[src/rtl/sbf_pkg.sv]
package sbf_pkg;
    localparam logic [1:0] ADDR_CTRL = 2'd0;
    localparam logic [1:0] ADDR_SIZE = 2'd1;
    localparam logic [1:0] ADDR_DATA = 2'd2;

    localparam int CTL_EN_A   = 0;
    localparam int CTL_EN_B   = 1;
    localparam int CTL_NOTIFY = 2;
    localparam int CTL_CLR    = 3;

    localparam int HDR_OFFLO_IDX = 1;
    localparam int HDR_AGENT_IDX = 2;
    localparam int HDR_ASSOC_BIT = 31;

    typedef enum logic {ST_IDLE, ST_SEND} sbf_state_e;
endpackage

[src/rtl/sbf_regs.sv]
module sbf_regs
    import sbf_pkg::*;
#(
    parameter int DEPTH = 16,
    parameter int CNT_W = $clog2(DEPTH + 1)
) (
    input  logic             clk,
    input  logic             rst_n,
    input  logic             host_we,
    input  logic [1:0]       host_addr,
    input  logic [31:0]      host_wdata,
    input  logic [CNT_W-1:0] fill,
    input  logic             sending,
    input  logic             notify_clr,
    input  logic             err_set,
    output logic             wr_accept,
    output logic             notify,
    output logic [CNT_W-1:0] pkt_len,
    output logic             ign_flag,
    output logic             err_flag
);
    localparam logic [31:0] HALF = 32'(DEPTH / 2);

    typedef struct packed {
        logic             en_a;
        logic             en_b;
        logic             notify;
        logic             ign;
        logic             err;
        logic [CNT_W-1:0] len;
    } regs_t;

    regs_t       r_d, r_q;
    logic        data_wr;
    logic [31:0] lim;

    always_comb begin
        r_d       = r_q;
        data_wr   = host_we && (host_addr == ADDR_DATA);
        wr_accept = data_wr && (r_q.en_a || r_q.en_b) && (fill < r_q.len) && !sending;
        lim       = (host_wdata > HALF) ? HALF : host_wdata;

        if (data_wr && !wr_accept) begin
            r_d.ign = 1'b1;
        end
        if (host_we && host_addr == ADDR_CTRL) begin
            r_d.en_a = host_wdata[CTL_EN_A];
            r_d.en_b = host_wdata[CTL_EN_B];
            if (host_wdata[CTL_NOTIFY]) begin
                r_d.notify = 1'b1;
            end
            if (host_wdata[CTL_CLR]) begin
                r_d.ign = 1'b0;
                r_d.err = 1'b0;
            end
        end
        if (host_we && host_addr == ADDR_SIZE && !r_q.notify) begin
            r_d.len = CNT_W'(lim << 1);
        end
        if (notify_clr) begin
            r_d.notify = 1'b0;
        end
        if (err_set) begin
            r_d.err = 1'b1;
        end
    end

    always_ff @(posedge clk or negedge rst_n) begin
        if (!rst_n) begin
            r_q <= '0;
        end else begin
            r_q <= r_d;
        end
    end

    assign notify   = r_q.notify;
    assign pkt_len  = r_q.len;
    assign ign_flag = r_q.ign;
    assign err_flag = r_q.err;

    AST_IGN_SET: assert property (@(posedge clk) disable iff (!rst_n)
        (host_we && host_addr == ADDR_DATA && !r_q.en_a && !r_q.en_b) |=> ign_flag);

    AST_SIZE_HOLD: assert property (@(posedge clk) disable iff (!rst_n)
        (host_we && host_addr == ADDR_SIZE && notify) |=> $stable(pkt_len));
endmodule

[src/rtl/sbf_store.sv]
module sbf_store #(
    parameter int DEPTH = 16,
    parameter int CNT_W = $clog2(DEPTH + 1),
    parameter int IDX_W = $clog2(DEPTH)
) (
    input  logic             clk,
    input  logic             rst_n,
    input  logic             wr_accept,
    input  logic [31:0]      wdata,
    input  logic             flush,
    input  logic [IDX_W-1:0] rd_idx,
    output logic [31:0]      rd_data,
    output logic [CNT_W-1:0] fill
);
    typedef struct packed {
        logic [CNT_W-1:0] cnt;
    } st_t;

    st_t         s_d, s_q;
    logic [31:0] mem [DEPTH];

    always_comb begin
        s_d = s_q;
        if (flush) begin
            s_d.cnt = '0;
        end else if (wr_accept) begin
            s_d.cnt = s_q.cnt + CNT_W'(1);
        end
    end

    always_ff @(posedge clk or negedge rst_n) begin
        if (!rst_n) begin
            s_q <= '0;
        end else begin
            s_q <= s_d;
        end
    end

    always_ff @(posedge clk) begin
        if (wr_accept) begin
            mem[s_q.cnt[IDX_W-1:0]] <= wdata;
        end
    end

    assign rd_data = mem[rd_idx];
    assign fill    = s_q.cnt;

    AST_FILL_STEP: assert property (@(posedge clk) disable iff (!rst_n)
        (wr_accept && !flush) |=> fill == CNT_W'($past(fill) + 1'b1));
endmodule

[src/rtl/sbf_hdr.sv]
module sbf_hdr
    import sbf_pkg::*;
#(
    parameter int CNT_W   = 5,
    parameter int AGENT_W = 16
) (
    input  logic               clk,
    input  logic               rst_n,
    input  logic               wr_accept,
    input  logic [CNT_W-1:0]   fill,
    input  logic [1:0]         off_lo_bits,
    input  logic               assoc_bit,
    input  logic [AGENT_W-1:0] agent_in,
    input  logic               flush,
    output logic               misal,
    output logic               assoc_n,
    output logic [AGENT_W-1:0] agent
);
    typedef struct packed {
        logic               misal;
        logic               assoc_n;
        logic [AGENT_W-1:0] agent;
    } hdr_t;

    hdr_t h_d, h_q;

    always_comb begin
        h_d = h_q;
        if (flush) begin
            h_d.misal   = 1'b0;
            h_d.assoc_n = 1'b1;
            h_d.agent   = '0;
        end else if (wr_accept) begin
            if (fill == CNT_W'(HDR_OFFLO_IDX)) begin
                h_d.misal = |off_lo_bits;
            end
            if (fill == CNT_W'(HDR_AGENT_IDX)) begin
                h_d.assoc_n = assoc_bit;
                h_d.agent   = agent_in;
            end
        end
    end

    always_ff @(posedge clk or negedge rst_n) begin
        if (!rst_n) begin
            h_q <= '{misal: 1'b0, assoc_n: 1'b1, agent: '0};
        end else begin
            h_q <= h_d;
        end
    end

    assign misal   = h_q.misal;
    assign assoc_n = h_q.assoc_n;
    assign agent   = h_q.agent;
endmodule

[src/rtl/sbf_launch.sv]
module sbf_launch
    import sbf_pkg::*;
#(
    parameter int CNT_W = 5,
    parameter int IDX_W = 4
) (
    input  logic             clk,
    input  logic             rst_n,
    input  logic             notify,
    input  logic [CNT_W-1:0] fill,
    input  logic [CNT_W-1:0] pkt_len,
    input  logic             misal,
    input  logic [31:0]      rd_data,
    input  logic             tx_ready,
    output logic             tx_valid,
    output logic [31:0]      tx_data,
    output logic             tx_last,
    output logic [IDX_W-1:0] rd_idx,
    output logic             notify_clr,
    output logic             flush,
    output logic             err_set,
    output logic             sending
);
    typedef struct packed {
        sbf_state_e       state;
        logic [CNT_W-1:0] idx;
    } ln_t;

    ln_t l_d, l_q;

    always_comb begin
        l_d        = l_q;
        tx_valid   = 1'b0;
        tx_last    = 1'b0;
        notify_clr = 1'b0;
        flush      = 1'b0;
        err_set    = 1'b0;
        case (l_q.state)
            ST_IDLE: begin
                if (notify && fill == pkt_len) begin
                    if (pkt_len == '0) begin
                        notify_clr = 1'b1;
                    end else if (misal) begin
                        err_set    = 1'b1;
                        flush      = 1'b1;
                        notify_clr = 1'b1;
                    end else begin
                        l_d.state = ST_SEND;
                        l_d.idx   = '0;
                    end
                end
            end
            ST_SEND: begin
                tx_valid = 1'b1;
                tx_last  = (l_q.idx == pkt_len - CNT_W'(1));
                if (tx_ready) begin
                    if (tx_last) begin
                        l_d.state  = ST_IDLE;
                        l_d.idx    = '0;
                        flush      = 1'b1;
                        notify_clr = 1'b1;
                    end else begin
                        l_d.idx = l_q.idx + CNT_W'(1);
                    end
                end
            end
            default: l_d.state = ST_IDLE;
        endcase
    end

    always_ff @(posedge clk or negedge rst_n) begin
        if (!rst_n) begin
            l_q <= '{state: ST_IDLE, idx: '0};
        end else begin
            l_q <= l_d;
        end
    end

    assign tx_data = rd_data;
    assign rd_idx  = l_q.idx[IDX_W-1:0];
    assign sending = (l_q.state == ST_SEND);

    AST_TX_HOLD: assert property (@(posedge clk) disable iff (!rst_n)
        (tx_valid && !tx_ready) |=> (tx_valid && $stable(tx_data)));
endmodule

[src/rtl/sbf_loader.sv]
module sbf_loader #(
    parameter int DEPTH   = 16,
    parameter int AGENT_W = 16,
    parameter int CNT_W   = $clog2(DEPTH + 1)
) (
    input  logic               clk,
    input  logic               rst_n,
    input  logic               host_we,
    input  logic [1:0]         host_addr,
    input  logic [31:0]        host_wdata,
    output logic               tx_valid,
    input  logic               tx_ready,
    output logic [31:0]        tx_data,
    output logic               tx_last,
    output logic               agent_sel_vld,
    output logic [AGENT_W-1:0] agent_num,
    output logic               notify_pend,
    output logic [CNT_W-1:0]   fill_lvl,
    output logic               err_misalign,
    output logic               ign_flag
);
    localparam int IDX_W = $clog2(DEPTH);

    logic             wr_accept, notify, sending, notify_clr, flush, err_set;
    logic             misal, assoc_n;
    logic [CNT_W-1:0] pkt_len, fill;
    logic [IDX_W-1:0] rd_idx;
    logic [31:0]      rd_data;

    sbf_regs #(.DEPTH(DEPTH), .CNT_W(CNT_W)) u_regs (
        .clk(clk), .rst_n(rst_n),
        .host_we(host_we), .host_addr(host_addr), .host_wdata(host_wdata),
        .fill(fill), .sending(sending), .notify_clr(notify_clr), .err_set(err_set),
        .wr_accept(wr_accept), .notify(notify), .pkt_len(pkt_len),
        .ign_flag(ign_flag), .err_flag(err_misalign)
    );

    sbf_store #(.DEPTH(DEPTH), .CNT_W(CNT_W), .IDX_W(IDX_W)) u_store (
        .clk(clk), .rst_n(rst_n),
        .wr_accept(wr_accept), .wdata(host_wdata), .flush(flush),
        .rd_idx(rd_idx), .rd_data(rd_data), .fill(fill)
    );

    sbf_hdr #(.CNT_W(CNT_W), .AGENT_W(AGENT_W)) u_hdr (
        .clk(clk), .rst_n(rst_n),
        .wr_accept(wr_accept), .fill(fill),
        .off_lo_bits(host_wdata[1:0]), .assoc_bit(host_wdata[31]),
        .agent_in(host_wdata[AGENT_W-1:0]), .flush(flush),
        .misal(misal), .assoc_n(assoc_n), .agent(agent_num)
    );

    sbf_launch #(.CNT_W(CNT_W), .IDX_W(IDX_W)) u_launch (
        .clk(clk), .rst_n(rst_n),
        .notify(notify), .fill(fill), .pkt_len(pkt_len), .misal(misal),
        .rd_data(rd_data), .tx_ready(tx_ready),
        .tx_valid(tx_valid), .tx_data(tx_data), .tx_last(tx_last),
        .rd_idx(rd_idx), .notify_clr(notify_clr), .flush(flush),
        .err_set(err_set), .sending(sending)
    );

    assign agent_sel_vld = sending && !assoc_n;
    assign notify_pend   = notify;
    assign fill_lvl      = fill;

    AST_ERR_NO_TX: assert property (@(posedge clk) disable iff (!rst_n)
        $rose(err_misalign) |-> !tx_valid);

    AST_DONE_CLEAR: assert property (@(posedge clk) disable iff (!rst_n)
        (tx_valid && tx_ready && tx_last) |=> (!notify_pend && fill_lvl == '0));
endmodule

[config.mk]
export PLATFORM = sky130hd
export DESIGN_NAME = sbf_loader
export DESIGN_NICKNAME = d
export VERILOG_FILES = /design/src/rtl/sbf_pkg.sv /design/src/rtl/sbf_regs.sv /design/src/rtl/sbf_store.sv /design/src/rtl/sbf_hdr.sv /design/src/rtl/sbf_launch.sv /design/src/rtl/sbf_loader.sv
export SDC_FILE = /design/constraint.sdc
export NUM_CORES = 1
export LEC_CHECK = 0
export BUFFER_PORTS_ARGS = -buffer_cell sky130_fd_sc_hd__buf_4
export CORE_ASPECT_RATIO = 1.25
export CORE_MARGIN = 3
export CORE_UTILIZATION = 35
export CTS_CLUSTER_DIAMETER = 40
export CTS_CLUSTER_SIZE = 10
export DETAILED_ROUTE_END_ITERATION = 8
export GPL_ROUTABILITY_DRIVEN = 0
export SLEW_MARGIN = 5
export SYNTH_ARGS = -nofsm -noshare
export SYNTH_HDL_FRONTEND = slang
export SYNTH_SLANG_ARGS = --single-unit
export TNS_END_PERCENT = 20
[constraint.sdc]
create_clock -name clk -period 14.22 [get_ports clk]
set_input_delay 0.711 -clock clk [delete_from_list [all_inputs] [get_ports clk]]
set_output_delay 0.711 -clock clk [all_outputs]
set_load 0.01 [all_outputs]
**After elaboration in Yosys (flattened, before gate mapping)**

Memory sizes are Yosys's and may differ from the RTL's.
Index checks and enable logic that the tools add are counted.

- Bits in writable memories: 512
- Bits of input ports: 38
- ROM bits: 0
- Memories kept: 1
- Register bits after elaboration: 38
- Output and inout bits: 59
- Logic and storage cells: 93
- Bits in latches: 0

Memory list:

| name | words | bits a word | read ports | clocked after memory_dff | write ports | line | source |
|---|---|---|---|---|---|---|---|
| u_store.mem | 16 | 32 | 1 | 0 | 1 | sbf_store.sv:20 | `logic [31:0] mem [DEPTH];` |

- Multiplexer cells: 34
- Multiply operators: 0
- $add $sub $neg: 3
- Divide/modulo/power cells: 0
- Bitwise gates (word level): 1
- Reductions and logical operators: 30
- Order comparisons: 2
- Equality and inequality tests: 10
- Shift-type cells: 0

Operator list:

| operator | count |
|---|---|
| two-way mux 18 bit | 2 |
| > comparator 32 x 4 -> 1 bit, second input constant | 1 |
| two-way mux 6 bit | 4 |
| two-way mux 1 bit | 18 |
| two-way mux 17 bit | 1 |
| two-way mux 5 bit | 3 |
| nonzero test 2 bit | 7 |
| case mux 6 bit (2 select lines) | 1 |
| adder 5 x 1 -> 5 bit, second input constant | 2 |
| equality test 5 bit | 2 |
| logical AND 1 bit | 10 |
| AND reduction 2 bit | 4 |
| inequality test 2 bit, second input constant | 3 |
| equality test 5 x 1 -> 1 bit, second input constant | 1 |
| equality test 5 x 2 -> 1 bit, second input constant | 1 |
| zero test 5 bit | 1 |
| < comparator 5 bit | 1 |
| subtractor 5 x 1 -> 5 bit, second input constant | 1 |
| zero test 1 bit | 4 |
| two-way mux 4 bit | 1 |
| case mux 1 bit (2 select lines) | 2 |
| AND reduction 4 bit | 1 |
| two-way mux 3 bit | 1 |
| equality test 2 x 1 -> 1 bit, second input constant | 1 |
| 7 further kinds | 7 |

**Logic depth before layout (Yosys ltp)**

- Depth after elaboration: 11
- Depth in mapped cells: 8
- Gate-level depth less buffers: 7

**Modules after synthesis**

From an unflattened synthesis, not the netlist that was laid out.

- Cells, all modules: 1080
- Area total of the unflattened synthesis: 21872.2 um^2

Modules (own cells, without submodules):

| module | instances | area each (um^2) | cells an instance | sequential area each (um^2) |
|---|---|---|---|---|
| sbf_store | 1 | 19472.4 | 837 | 15499.9 |
| sbf_hdr | 1 | 924.6 | 81 | 451.7 |
| sbf_launch | 1 | 868.3 | 102 | 150.1 |
| sbf_regs | 1 | 593.1 | 59 | 225.2 |
| sbf_loader | 1 | 13.8 | 1 | 0.0 |

**Least setup slack after synthesis**

OpenSTA, ideal clock, no wires.

- Kind: reg-to-reg
- Start: reg u_store.s_q (netlist bit u_store.fill[2])
- End: mem u_store.mem[0][0], enable pin
- Period minus slack after synthesis: 5394 ps
- Stages on the path, launching flop included: 7
- Data arrival time: 4881 ps
- Path buffers: 1
- Required time: 13707 ps
- Setup time: 513 ps
- Setup slack: 8826 ps
- Path through: dfrtp_1 > ha_1 > nor2b_1 > o21bai_1 > nand3_1 > clkbuf_1 > nor4b_1

- Cells in the longest elaborated chain, start to end: 5

RTL lines:

| what | line | source |
|---|---|---|
| start, declared | sbf_store.sv:19 | `st_t s_d, s_q;` |
| start signal, assigned | sbf_store.sv:33 | `s_q <= '0;` |
| start signal, assigned | sbf_store.sv:35 | `s_q <= s_d;` |
| < comparator 5 bit | sbf_regs.sv:40 | `wr_accept = data_wr && (r_q.en_a \|\| r_q.en_b) && (fill < r_q.len) && !sending;` |
| logical AND 1 bit (2 in a row) | sbf_regs.sv:40 |  |
| two-way mux 1 bit | sbf_store.sv:40 | `if (wr_accept) begin` |
| two-way mux 1 bit (not written as such) | sbf_store.sv:41 | `mem[s_q.cnt[IDX_W-1:0]] <= wdata;` |
| end, declared | sbf_store.sv:20 |  |

Several ways; a longest one is shown, not always the timed one.

**Worst setup path in the final report**

- Start: reg u_launch.l_q (netlist bit u_launch.rd_idx[0])
- End: out tx_data[4]

- Cells in the longest elaborated chain, start to end: 1

RTL lines:

| what | line | source |
|---|---|---|
| start, declared | sbf_launch.sv:29 | `ln_t l_d, l_q;` |
| start signal, assigned | sbf_launch.sv:73 | `l_q <= '{state: ST_IDLE, idx: '0};` |
| start signal, assigned | sbf_launch.sv:75 | `l_q <= l_d;` |
| memory (16 x 32 bit) | - |  |
| end, declared | sbf_loader.sv:13 | `output logic [31:0] tx_data,` |

No other way between the ends.

==> results.cfg <==
[run_status]
status = finished, final reports clean

[synth]
synthCells = 1176
ys_seq_elements = 550
synth_top_area_share_pct = 70.9
synth_cell_types = 47
async_flop_share_pct = 6.91
syn_nets = 1225
synth_area_per_cell_um2 = 18.4
ys_top_cells_by_area = edfxtp_1 71%, mux4_2 6.6%, mux2i_1 5.2%
ys.flop_type = edfxtp_1
synth_common_cells = 512 x edfxtp_1, 113 x mux2i_1, 72 x o21ai_0
synth_edf_count = 512
ys_warn_count = 0
syn_area_um2 = 21700
synth_most_common_cell = edfxtp_1
synth_area_leader_cell = edfxtp_1
synth_seq_area_share_pct = 75.3

[sta]
period_minus_slack_ps = 4990
whs_ps = 122
fin_crit_sh_pct = 35.1
slew_violations = 0
timing.slew.headroom_pct = 28.3
fmax_mhz = 200
worst_slack_ps = 9230
worst_pin_slew_ps = 1070
hold_viol_final = 0
fin_setup_tns_ps = 0
rsz0062_at_grt = no
setup_violations = 0
finClkSkew_ps = 14.1

[floorplanning]
num_rows = 101
io_pins = 97
placeableCoreArea_um2 = 61000
die-area_um2 = 65000
start_util_pct = 35.5
die_h_um = 284
die_w_um = 229

[flow_run]
max_cap_violations = 0

[layout]
multi_input_area_um2 = 5110
seq_area_um2 = 16300
final_net_count = 1348
drive_above_1_share_pct = 23.9
nFillCells = 5389
syn_to_final_growth_pct = 16.4
fin_cells = 2137

[clock_network]
clockBufferDepth = 3
clock-sinks = 550
numCtsBuffers = 66
root_buffer = clkbuf_16
htreeDepth = 3
cts_tree = done
cts-resized-gates = 0
post_cts_buffers = 0
clkTransAtPathRegs_ps = 50
ctsHoldBuffers = 0
clkLatencyLatePin_ps = 560

[placement]
post-place-ws_ps = 9700
dp_cells = 2055
dp_hpwl_um = 27000
portBuffers = 96

[global_routing]
grt_max_degree = 60
antenna_found_initial = 0
grt_pass1_wl_um = 77100
grt_pass1_vias = 11800
track_usage_pct = 15.8
grt-ovfl-total = 0

[critical_path]
critPathKind = reg -> out
start_kind = register
cp_max_fo = 50
worstSetupEndpointType = output pin
cp.arrival_ps = 4280
crit_required_ps = 13510

[drt]
firstDrtPassIters = 5
drt_first_iter_violations = 898
vias = 11400
drtAntennaViolNets = 0
drc_errors = 0
drt-total-wl_um = 52100
detail_route.vias_per_cell = 5.34
wl_per_cell_um = 24.4

[power_and_ir_drop]
powerDensity_nw_per_um2 = 179
leakagePower_nw = 8.57
ir_drop_mv = 0.114
total_power_mw = 4.51

[min_path]
hold_path.class = in -> async
[per-layer routing]
layer | GRT usage, % | up-vias | wire [µm]
met1 | 21.5 | 5987 | 22600
met3 | 2.50 | 78 | 2720
li1 | - | 4984 | -
met5 | 0 | - | 0
met2 | 26.4 | 363 | 25700
met4 | 4.45 | 0 | 1040
[metrics by stage]
step,util (%),area [µm²]
2_1_floorplan,-,21700
3_3_place_gp,38.3,23400
3_5_place_dp,38.3,23400
4_1_cts,41.4,25200
5_1_grt,41.4,25200
6_report,41.4,25200
[worst paths after layout]
path                            slack [ps]               start                  to  cells past startpoint
worst max-delay path                  9230  u_launch.rd_idx[0]          tx_data[4]                      8
worst min-delay path                   120               rst_n      u_hdr.agent[8]                      1
worst max register to register       10600     u_store.fill[2]  u_store.mem[6][18]                      6
worst min register to register         510       u_regs.r_q[9]       u_regs.r_q[9]                      1
max in group asynchronous            13690               rst_n  u_launch.rd_idx[1]                      1
min in group clk                       440        host_addr[1]     u_regs.err_flag                      3
[cell type report]
| cell class | count | area share, % |
|---|---|---|
| flip-flops and latches | 550 | 64.7 |
| multi-input cells | 556 | 20.2 |
| clock buffers | 75 | 7.01 |
| well taps | 824 | 4.08 |
| repair buffers | 116 | 3.45 |
| clock inverters | 6 | 0.367 |
| inverters | 9 | 0.134 |
| diodes | 1 | 0.00991 |
[cell families after synthesis]
logic type,share of synthesized area (%)
xor+xnor,0.363
simple gates,3.09
flops,75.3
fa+ha+maj,0.635
mux,13.6
compound gates,5.49
buf+inv,1.53
[critical path, stage by stage, from the launching register on]
cell and delay (ps):
dfrtp_4 920, buf_4 770, buf_4 800, mux2_2 420, o21ai_0 150, a21oi_1 70, o21ai_0 200, nand2_1 160
buf_4 180
[where the power goes]
group          internal, mW  leakage, nW  switching (mW)
clock network         0.906        0.909           0.584
logic                 0.524         2.57           0.625
registers              1.80         5.09          0.0707
total                  3.23         8.57            1.28
[placed cells by master (no fill, tap or decap), types with 3 or more instances in the layout]
cell,n
nand3_1,6
and4_2,3
a221oi_1,32
nor2_1,28
a21oi_1,41
o22ai_1,3
edfxtp_1,512
clkbuf_16,70
xnor2_1,5
nand2_1,48
ha_1,11
nor2_4,3
xor2_1,4
and3_1,4
mux2i_1,113
nand2b_1,3
mux2_2,34
nor2b_1,4
nor4_1,7
o21ai_0,72
nor3_1,5
inv_1,9
a22oi_1,32
clkbuf_1,5
buf_4,116
dfrtp_1,34
mux4_2,64
and3_2,4
or3_1,4
nor3_2,3
[flip-flops by register name, summed over array words and instances, names as in the netlist]
| signal | cells |
|---|---|
| u_hdr.assoc_n | 1 |
| u_launch.rd_idx | 4 |
| u_regs.ign_flag | 1 |
| u_launch.sending | 1 |
| u_regs.notify | 1 |
| u_regs.pkt_len | 4 |
| u_regs.r_q | 2 |
| u_store.mem | 512 |
| u_hdr.agent | 16 |
| u_store.fill | 5 |
| u_hdr.misal | 1 |
| u_regs.err_flag | 1 |
| u_launch.l_q | 1 |
(Power assumes the default switching activity.)
